<file path="src/rtl/boot_seq_pkg.sv">
package boot_seq_pkg;

    // Sequencer states: IDLE is both the post-reset state and the restart gap
    typedef enum logic [1:0] {
        ST_IDLE  = 2'd0,
        ST_FETCH = 2'd1,
        ST_DONE  = 2'd2
    } seq_state_e;

    // Number of 16-bit words in the reset vector (SSP long word + PC long word)
    localparam int unsigned VEC_WORDS = 4;
    localparam int unsigned IDX_W     = $clog2(VEC_WORDS);

    // Address space code for supervisor program accesses
    localparam logic [2:0] FC_SUP_PROG = 3'b110;

    typedef struct packed {
        seq_state_e       state;
        logic [IDX_W-1:0] idx;
        logic             err;
    } seq_regs_t;

endpackage

</file>
<file path="src/rtl/boot_wait_timer.sv">
module boot_wait_timer #(
    parameter int unsigned LIMIT = 16
) (
    input  logic clk,
    input  logic rst_n,
    input  logic waiting,
    output logic expired
);
    localparam int unsigned CNT_W = $clog2(LIMIT + 1);

    logic [CNT_W-1:0] cnt_d, cnt_q;

    always_comb begin
        expired = waiting && (cnt_q == CNT_W'(LIMIT - 1));
        if (!waiting || expired) begin
            cnt_d = '0;
        end else begin
            cnt_d = cnt_q + 1'b1;
        end
    end

    always_ff @(posedge clk or negedge rst_n) begin
        if (!rst_n) begin
            cnt_q <= '0;
        end else begin
            cnt_q <= cnt_d;
        end
    end

endmodule

</file>
<file path="src/rtl/boot_vec_regs.sv">
module boot_vec_regs #(
    parameter int unsigned WORD_W    = 16,
    parameter int unsigned NUM_WORDS = 4,
    localparam int unsigned IDX_W    = $clog2(NUM_WORDS)
) (
    input  logic                        clk,
    input  logic                        rst_n,
    input  logic                        wr_en,
    input  logic [IDX_W-1:0]            wr_idx,
    input  logic [WORD_W-1:0]           wr_data,
    output logic [NUM_WORDS*WORD_W-1:0] vec_flat
);
    logic [WORD_W-1:0] word_d [NUM_WORDS];
    logic [WORD_W-1:0] word_q [NUM_WORDS];

    always_comb begin
        for (int i = 0; i < NUM_WORDS; i++) begin
            word_d[i] = word_q[i];
        end
        if (wr_en) begin
            word_d[wr_idx] = wr_data;
        end
    end

    always_ff @(posedge clk or negedge rst_n) begin
        if (!rst_n) begin
            for (int i = 0; i < NUM_WORDS; i++) begin
                word_q[i] <= '0;
            end
        end else begin
            for (int i = 0; i < NUM_WORDS; i++) begin
                word_q[i] <= word_d[i];
            end
        end
    end

    // Word 0 lands in the most significant slot: high half first
    for (genvar g = 0; g < NUM_WORDS; g++) begin : g_pack
        assign vec_flat[(NUM_WORDS-1-g)*WORD_W +: WORD_W] = word_q[g];
    end

endmodule

</file>
<file path="src/rtl/boot_vec_seq.sv">
module boot_vec_seq
    import boot_seq_pkg::*;
#(
    parameter int unsigned       ADDR_W      = 24,
    parameter int unsigned       WORD_W      = 16,
    parameter int unsigned       NUM_CS      = 4,
    parameter int unsigned       BOOT_CS     = 0,
    parameter int unsigned       TIMEOUT_CYC = 16,
    parameter logic [ADDR_W-1:0] BOOT_BASE   = '0
) (
    input  logic                clk,
    input  logic                rst_n,
    output logic [ADDR_W-1:0]   bus_addr,
    output logic [2:0]          bus_fc,
    output logic                bus_rd,
    input  logic                bus_ack,
    input  logic [WORD_W-1:0]   bus_rdata,
    output logic [NUM_CS-1:0]   cs_n,
    output logic [2*WORD_W-1:0] init_ssp,
    output logic [2*WORD_W-1:0] init_pc,
    output logic                sup_state,
    output logic [2:0]          int_mask,
    output logic                core_hold,
    output logic                boot_ready,
    output logic                boot_err
);
    localparam int unsigned LONG_W   = 2 * WORD_W;
    localparam int unsigned STEP     = WORD_W / 8;
    localparam logic [IDX_W-1:0] LAST_IDX = IDX_W'(VEC_WORDS - 1);

    seq_regs_t r_d, r_q;
    logic      waiting;
    logic      expired;
    logic      word_wr;
    logic [VEC_WORDS*WORD_W-1:0] vec_flat;

    boot_wait_timer #(
        .LIMIT (TIMEOUT_CYC)
    ) u_timer (
        .clk     (clk),
        .rst_n   (rst_n),
        .waiting (waiting),
        .expired (expired)
    );

    boot_vec_regs #(
        .WORD_W    (WORD_W),
        .NUM_WORDS (VEC_WORDS)
    ) u_regs (
        .clk      (clk),
        .rst_n    (rst_n),
        .wr_en    (word_wr),
        .wr_idx   (r_q.idx),
        .wr_data  (bus_rdata),
        .vec_flat (vec_flat)
    );

    always_comb begin
        r_d     = r_q;
        word_wr = 1'b0;
        waiting = (r_q.state == ST_FETCH) && !bus_ack;
        case (r_q.state)
            ST_IDLE: begin
                r_d.state = ST_FETCH;
            end
            ST_FETCH: begin
                if (bus_ack) begin
                    word_wr = 1'b1;
                    if (r_q.idx == LAST_IDX) begin
                        r_d.state = ST_DONE;
                    end else begin
                        r_d.idx = r_q.idx + 1'b1;
                    end
                end else if (expired) begin
                    r_d.state = ST_IDLE;
                    r_d.idx   = '0;
                    r_d.err   = 1'b1;
                end
            end
            ST_DONE: begin
                r_d.state = ST_DONE;
            end
            default: begin
                r_d.state = ST_IDLE;
                r_d.idx   = '0;
            end
        endcase
    end

    always_ff @(posedge clk or negedge rst_n) begin
        if (!rst_n) begin
            r_q <= '{state: ST_IDLE, idx: '0, err: 1'b0};
        end else begin
            r_q <= r_d;
        end
    end

    // Boot select forced active, every other select parked inactive
    for (genvar g = 0; g < NUM_CS; g++) begin : g_cs
        if (g == BOOT_CS) begin : g_boot
            assign cs_n[g] = 1'b0;
        end else begin : g_other
            assign cs_n[g] = 1'b1;
        end
    end

    assign bus_addr   = BOOT_BASE + ADDR_W'(r_q.idx) * ADDR_W'(STEP);
    assign bus_fc     = FC_SUP_PROG;
    assign bus_rd     = (r_q.state == ST_FETCH);
    assign init_ssp   = vec_flat[2*LONG_W-1:LONG_W];
    assign init_pc    = vec_flat[LONG_W-1:0];
    assign sup_state  = 1'b1;
    assign int_mask   = 3'd7;
    assign boot_ready = (r_q.state == ST_DONE);
    assign core_hold  = (r_q.state != ST_DONE);
    assign boot_err   = r_q.err;

endmodule

</file>
<file path="config.mk">
export PLATFORM = sky130hd
export DESIGN_NAME = boot_vec_seq
export DESIGN_NICKNAME = d
export VERILOG_FILES = /design/src/rtl/boot_seq_pkg.sv /design/src/rtl/boot_wait_timer.sv /design/src/rtl/boot_vec_regs.sv /design/src/rtl/boot_vec_seq.sv
export SDC_FILE = /design/constraint.sdc
export NUM_CORES = 1
export LEC_CHECK = 0
export ABC_CLOCK_PERIOD_IN_PS = 2500
export BUFFER_PORTS_ARGS = -buffer_cell sky130_fd_sc_hd__buf_4
export CORE_ASPECT_RATIO = 0.9
export CORE_MARGIN = 1.5
export CORE_UTILIZATION = 32
export CTS_BUF_LIST = sky130_fd_sc_hd__clkbuf_4
export DETAILED_ROUTE_END_ITERATION = 8
export GPL_ROUTABILITY_DRIVEN = 0
export PLACE_DENSITY = 0.64
export SKIP_LAST_GASP = 1
export SLEW_MARGIN = 30
export SYNTH_ARGS = -nofsm -noshare
export SYNTH_HDL_FRONTEND = slang
export SYNTH_SLANG_ARGS = --single-unit
</file>
<file path="constraint.sdc">
create_clock -name clk -period 2.5 [get_ports clk]
set_input_delay 0.5 -clock clk [delete_from_list [all_inputs] [get_ports clk]]
set_output_delay 0.5 -clock clk [all_outputs]
set_load 0.1 [all_outputs]
</file>
==> flow_metrics.env, run 1 <==
export IMPL_status="completed"
export IMPL_finalSetupTns_ns=0
export IMPL_yosys_top_cells_area="dfrtp_1, mux2_4, mux2_2, buf_4, ha_1"
export IMPL_cts_tree="done"
export IMPL_cts_buffer_depth=2
export IMPL_start_util_pct=32.7
export IMPL_grt_ovfl_total=0
export IMPL_synth_top_cell_area_share_pct=55.7
export IMPL_drc=0
export IMPL_syn_inst=222
export IMPL_grt_max_degree=45
export IMPL_grt_antenna_before_repair=0
export IMPL_ys_seq_area_share_pct=55.7
export IMPL_yosysWarnings=0
export IMPL_nFillCells=996
export IMPL_vias_per_cell=4.23
export IMPL_critPathLaunchType="flop"
export IMPL_mostFrequentLayoutCells="buf_4, dfrtp_1, mux2_2"
export IMPL_crit_type="flop to flop"
export IMPL_cts_root_buf="clkbuf_4"
export IMPL_syn2layout_area_growth_pct=24.2
export IMPL_synth_top_area_cell="dfrtp_1"
export IMPL_hold_class="input pin to flop"
export IMPL_vias=1897
export IMPL_floorplan_rows=35
export IMPL_ant_nets=0
export IMPL_finalCritPeriodShare_pct=77.3
export IMPL_setup_viol=0
export IMPL_max_freq_mhz=517
export IMPL_holdBufCountCts=1
export IMPL_grtUsageTotal_pct=12.1
export IMPL_drt_first_pass_iters=3
export IMPL_wl_per_cell_um=14.6
export IMPL_synthesis_area_mm2=0.00332
export IMPL_coreArea_mm2=0.0102
export IMPL_final_common_cell="buf_4"
export IMPL_ff_latch_area_mm2=0.00185
export IMPL_worstMarginPinSlew_ns=0.578
export IMPL_rsz0062_at_grt="false"
export IMPL_cts_clk_slew_worst_paths_ns=0.13
export IMPL_arrival_ns=2.26
export IMPL_cp_max_fo=6
export IMPL_die_y_um=99.7
export IMPL_worstPathRequired_ns=2.83
export IMPL_end_kind="flop"
export IMPL_fin_skew_ns=0.0145
export IMPL_cts_repair_timing_setup_buffer_count=0
export IMPL_cts_htree_levels=3
export IMPL_ctsResizeCount=0
export IMPL_port_buffers=88
export IMPL_syn_avg_cell_area_um2=15.0
export IMPL_drive_gt1_share_pct=55.0
export IMPL_ys_ff_latch=74
export IMPL_slew_headroom_pct=61.4
export IMPL_hpwl_mm=4.38
export IMPL_slew_violations=0
export IMPL_clk_latency_ns=0.40
export IMPL_clock_sinks=74
export IMPL_place_area_mm2=0.00395
export IMPL_grt_pass1_wl_mm=10.3
export IMPL_grt_pass1_vias=1926
export IMPL_numCtsBuffers=9
export IMPL_drt_wl_total_mm=6.53
export IMPL_synth_cell_types=28
export IMPL_die_w_um=110
export IMPL_final_nets=338
export IMPL_finalCriticalPeriod_ns=1.93
export IMPL_ios=122
export IMPL_drtIter0Drc=26
export IMPL_dieArea_mm2=0.0110
export IMPL_finalHoldViolCount=0
export IMPL_final_cell_area_mm2=0.00413
export IMPL_multiInputGateArea_mm2=0.00124
export IMPL_maxCapViolations=0
==> flip-flops by register name, summed over array words and instances (netlist names) <==
signal and flops:
boot_err 1, r_q 4, u_regs.vec_flat 64, u_timer.cnt_q 5
==> logic make-up after synthesis <==
logic type                 synth area share [%]
other                                     0.226
buffers and inverters                      10.5
xor gates and xnor gates                  0.527
and+or+nand+nor                            4.18
DFF                                        55.7
AOI/OAI and AO/OA                          1.24
adders and majority gates                  2.26
muxes                                      25.3
==> per-layer routing <==
metal	vias up	track usage, %	part of all wire (%)
met2	70	19.7	48
met4	0	4.14	1.1
met3	9	4.39	5.8
met5	-	0	0
li1	866	-	-
met1	952	15.1	45
==> worst max-delay path: stages (launching register included) <==
cell,delay (ns)
dfrtp_1,0.42
ha_1,0.22
and3_1,0.18
ha_1,0.20
or4b_1,0.59
nand2_1,0.14
o2bb2ai_1,0.12
==> through the flow <==
stage / setup WS [ns] / std cells / utilization, % / hold slack [ns]
floorplan: 0.0347 / 253 / - / 0.204
global placement: 0.642 / 430 / 38.9 / 0.446
detailed placement: 0.572 / 430 / 38.9 / 0.459
CTS: 0.511 / 447 / 40.6 / 0.300
global route: 0.426 / 447 / 40.6 / 0.295
finish: 0.567 / 448 / 40.6 / 0.343
==> layout make-up <==
| cell class | count | area share, % |
|---|---|---|
| diodes | 1 | 0.0606 |
| multi-input cells | 132 | 30.0 |
| clock inverters | 5 | 1.91 |
| flip-flops and latches | 74 | 44.9 |
| repair buffers | 90 | 16.7 |
| clock buffers | 11 | 2.00 |
| well taps | 129 | 3.91 |
| inverters | 6 | 0.546 |
==> synthesized netlist by cell type (all sizes together) <==
| cell type | number |
|---|---|
| nand3 | 2 |
| conb | 2 |
| a21oi | 3 |
| dfrtp | 74 |
| nor3b | 1 |
| o2bb2ai | 2 |
| or2b | 1 |
| xor2 | 1 |
| nand2 | 5 |
| nor2 | 5 |
| xnor2 | 1 |
| or4b | 1 |
| clkbuf | 2 |
| mux2 | 65 |
| inv | 6 |
| and3b | 2 |
| a31o | 1 |
| and3 | 1 |
| buf | 39 |
| and2b | 1 |
| ha | 6 |
| nand2b | 1 |
==> final timing paths <==
check | startpoint | cells past startpoint | slack [ns] | endpoint
min in group asynchronous | rst_n | 2 | 0.57 | u_regs.vec_flat[32]$_DFFE_PN0P_
worst min-delay path | bus_rdata[10] | 2 | 0.34 | u_regs.vec_flat[42]$_DFFE_PN0P_
worst max register to register | u_timer.cnt_q[0]$_DFF_PN0_ | 6 | 0.57 | r_q[1]$_DFFE_PN0P_
max in group asynchronous | rst_n | 3 | 1.34 | u_regs.vec_flat[52]$_DFFE_PN0P_
worst max-delay path | u_timer.cnt_q[0]$_DFF_PN0_ | 6 | 0.57 | r_q[1]$_DFFE_PN0P_
worst min register to register | u_timer.cnt_q[0]$_DFF_PN0_ | 1 | 0.47 | u_timer.cnt_q[0]$_DFF_PN0_
Power of run 1 is left out: the tool's default activity adds up to more than one toggle a clock period on the data nets, which glitch-free logic cannot reach.
==> run 2: changes to the inputs <==
Settings changed: ABC_CLOCK_PERIOD_IN_PS 2500 to 1600, PLACE_DENSITY 0.64 to 0.66.
Clock period 2.5 ns to 1.6 ns, I/O delays scaled along.
==> run 2 against run 1 <==
Net effect: the flow now finishes with violations (setup timing); global-route usage up 0.80 points; register-to-register slack worse by 0.69 ns; worst hold slack worse by 0.19 ns; worst setup slack worse by 0.69 ns; largest cell class unchanged.
==> flow_metrics.env, run 2 (synthesis gave the netlist of run 1 again) <==
export IMPL_rrSetupSlack_ns=-0.12
export IMPL_wl_per_cell_um=15.1
export IMPL_r2r_start="u_timer.cnt_q[0]$_DFF_PN0_"
export IMPL_grtUsageTotal_pct=12.9
export IMPL_drc=0
export IMPL_finalSetupTns_ns=-0.816
export IMPL_rsz0062_at_grt="true"
export IMPL_violations="setup timing"
export IMPL_vias=2038
export IMPL_grt_max_degree=35
export IMPL_multiInputGateArea_mm2=0.00135
export IMPL_die_w_um=110
export IMPL_cts_htree_levels=3
export IMPL_status="finished with violations"
export IMPL_r2r_end="u_timer.cnt_q[2]$_DFF_PN0_"
export IMPL_finalHoldViolCount=0
export IMPL_cts_buffer_depth=2
export IMPL_die_y_um=99.7
export IMPL_antenna_cells=0
export IMPL_clock_sinks=74
export IMPL_setup_viol=10
export IMPL_grt_ovfl_total=0
export IMPL_grt_antenna_before_repair=0
export IMPL_finalCritPeriodShare_pct=108
export IMPL_finalCriticalPeriod_ns=1.72
export IMPL_drtIter0Drc=31
export IMPL_max_freq_mhz=581
export IMPL_start_util_pct=32.7
export IMPL_drt_first_pass_iters=4
export IMPL_critPathLaunchType="flop"
export IMPL_drt_wl_total_mm=7.12
export IMPL_ant_nets=0
export IMPL_numCtsBuffers=9
export IMPL_cts_root_buf="clkbuf_4"
export IMPL_hold_path_depth=2
export IMPL_grt_pass1_vias=2076
export IMPL_mostFrequentLayoutCells="buf_4, dfrtp_1, mux2_2, conb_1, mux2_4"
export IMPL_port_buffers=88
export IMPL_drive_gt1_share_pct=63.7
export IMPL_maxCapViolations=0
export IMPL_r2r_cells=6
export IMPL_coreArea_mm2=0.0102
export IMPL_worstPathRequired_ns=1.95
export IMPL_end_kind="flop"
export IMPL_ff_latch_area_mm2=0.00185
export IMPL_cp_max_fo=5
export IMPL_grt_pass1_wl_mm=11.0
export IMPL_arrival_ns=2.07
export IMPL_final_nets=364
export IMPL_ios=122
export IMPL_hpwl_mm=4.86
export IMPL_vias_per_cell=4.31
export IMPL_whs_endpoint="u_regs.vec_flat[48]$_DFFE_PN0P_"
export IMPL_worstHoldStart="bus_rdata[0]"
export IMPL_final_common_cell="buf_4"
export IMPL_clk_latency_ns=0.41
export IMPL_fin_ws_ns=-0.121
export IMPL_dieArea_mm2=0.0110
export IMPL_nFillCells=949
export IMPL_fin_skew_ns=0.00736
export IMPL_crit_type="flop to flop"
export IMPL_slew_violations=0
export IMPL_hold_class="input pin to flop"
export IMPL_floorplan_rows=35
export IMPL_cts_clk_slew_worst_paths_ns=0.13
export IMPL_largest_register_ff_count=64
export IMPL_cts_tree="done"
export IMPL_syn2layout_area_growth_pct=38.7
run 2: cell count changes in the layout (fill, tap and decap cells not counted), moves of 3 or more:
cell    before  now
nor2_1       5    0
buf_12       1    8
nor2_4       0    3
mux2_4      29   32
mux2_2      36   33
buf_4       88  100
buf_6        0    6
run 2: layout make-up:
cell class	instances	area share, %
inverters	6	0.570
clock buffers	9	1.47
flip-flops and latches	74	40.2
multi-input cells	132	29.2
repair buffers	116	22.0
well taps	129	3.50
clock inverters	7	3.07
run 2: worst max-delay path by stage:
stage               cells after the start                          to                       start  slack [ns]
floorplan                               7          r_q[2]$_DFFE_PN0P_  u_timer.cnt_q[0]$_DFF_PN0_       -0.10
global placement                        6  u_timer.cnt_q[0]$_DFF_PN0_  u_timer.cnt_q[1]$_DFF_PN0_       -0.05
detailed placement                      6  u_timer.cnt_q[0]$_DFF_PN0_  u_timer.cnt_q[1]$_DFF_PN0_       -0.12
CTS                                     4                  boot_ready          r_q[3]$_DFFE_PN0P_       -0.12
global route                            6  u_timer.cnt_q[3]$_DFF_PN0_  u_timer.cnt_q[0]$_DFF_PN0_       -0.16
finish                                  6  u_timer.cnt_q[2]$_DFF_PN0_  u_timer.cnt_q[0]$_DFF_PN0_       -0.12
run 2: through the flow:
step / utilization, % / hold WS (ns) / setup slack [ns] / cell area, um2 / instances
finish: 45.4 / 0.157 / -0.121 / 4610 / 473
global route: 45.4 / 0.120 / -0.158 / 4610 / 473
CTS: 44.0 / 0.109 / -0.118 / 4470 / 466
detailed placement: 40.9 / 0.249 / -0.117 / 4160 / 445
global placement: 40.9 / 0.240 / -0.0476 / 4160 / 445
floorplan: - / 0.0244 / -0.101 / 3480 / 253
run 2: per-layer routing:
metal  part of all wire (%)  GRT usage, %  vias to the layer above
met2                     49          20.3                       65
met4                    2.2          7.20                        0
met1                     44          16.7                     1028
met5                      0             0                        -
li1                       -             -                      932
met3                    4.2          2.80                       13
run 2: repair_timing:
item / CTS / global route
gates resized for setup: 17 / 14
cloned: 0 / 1
pin swaps: 0 / 2
buffers inserted: 4 / 6
hold buffers: 1 / 0
setup endpoints to repair: 25 / 33
endpoints found under the hold margin: 21 / 0
run 2: critical path, stage by stage, from the launching register on:
cell,delay (ns)
dfrtp_1,0.41
ha_2,0.19
and3_4,0.15
ha_4,0.15
or4b_4,0.51
buf_6,0.17
nor2_4,0.08
Power of run 2 is left out for the same reason.
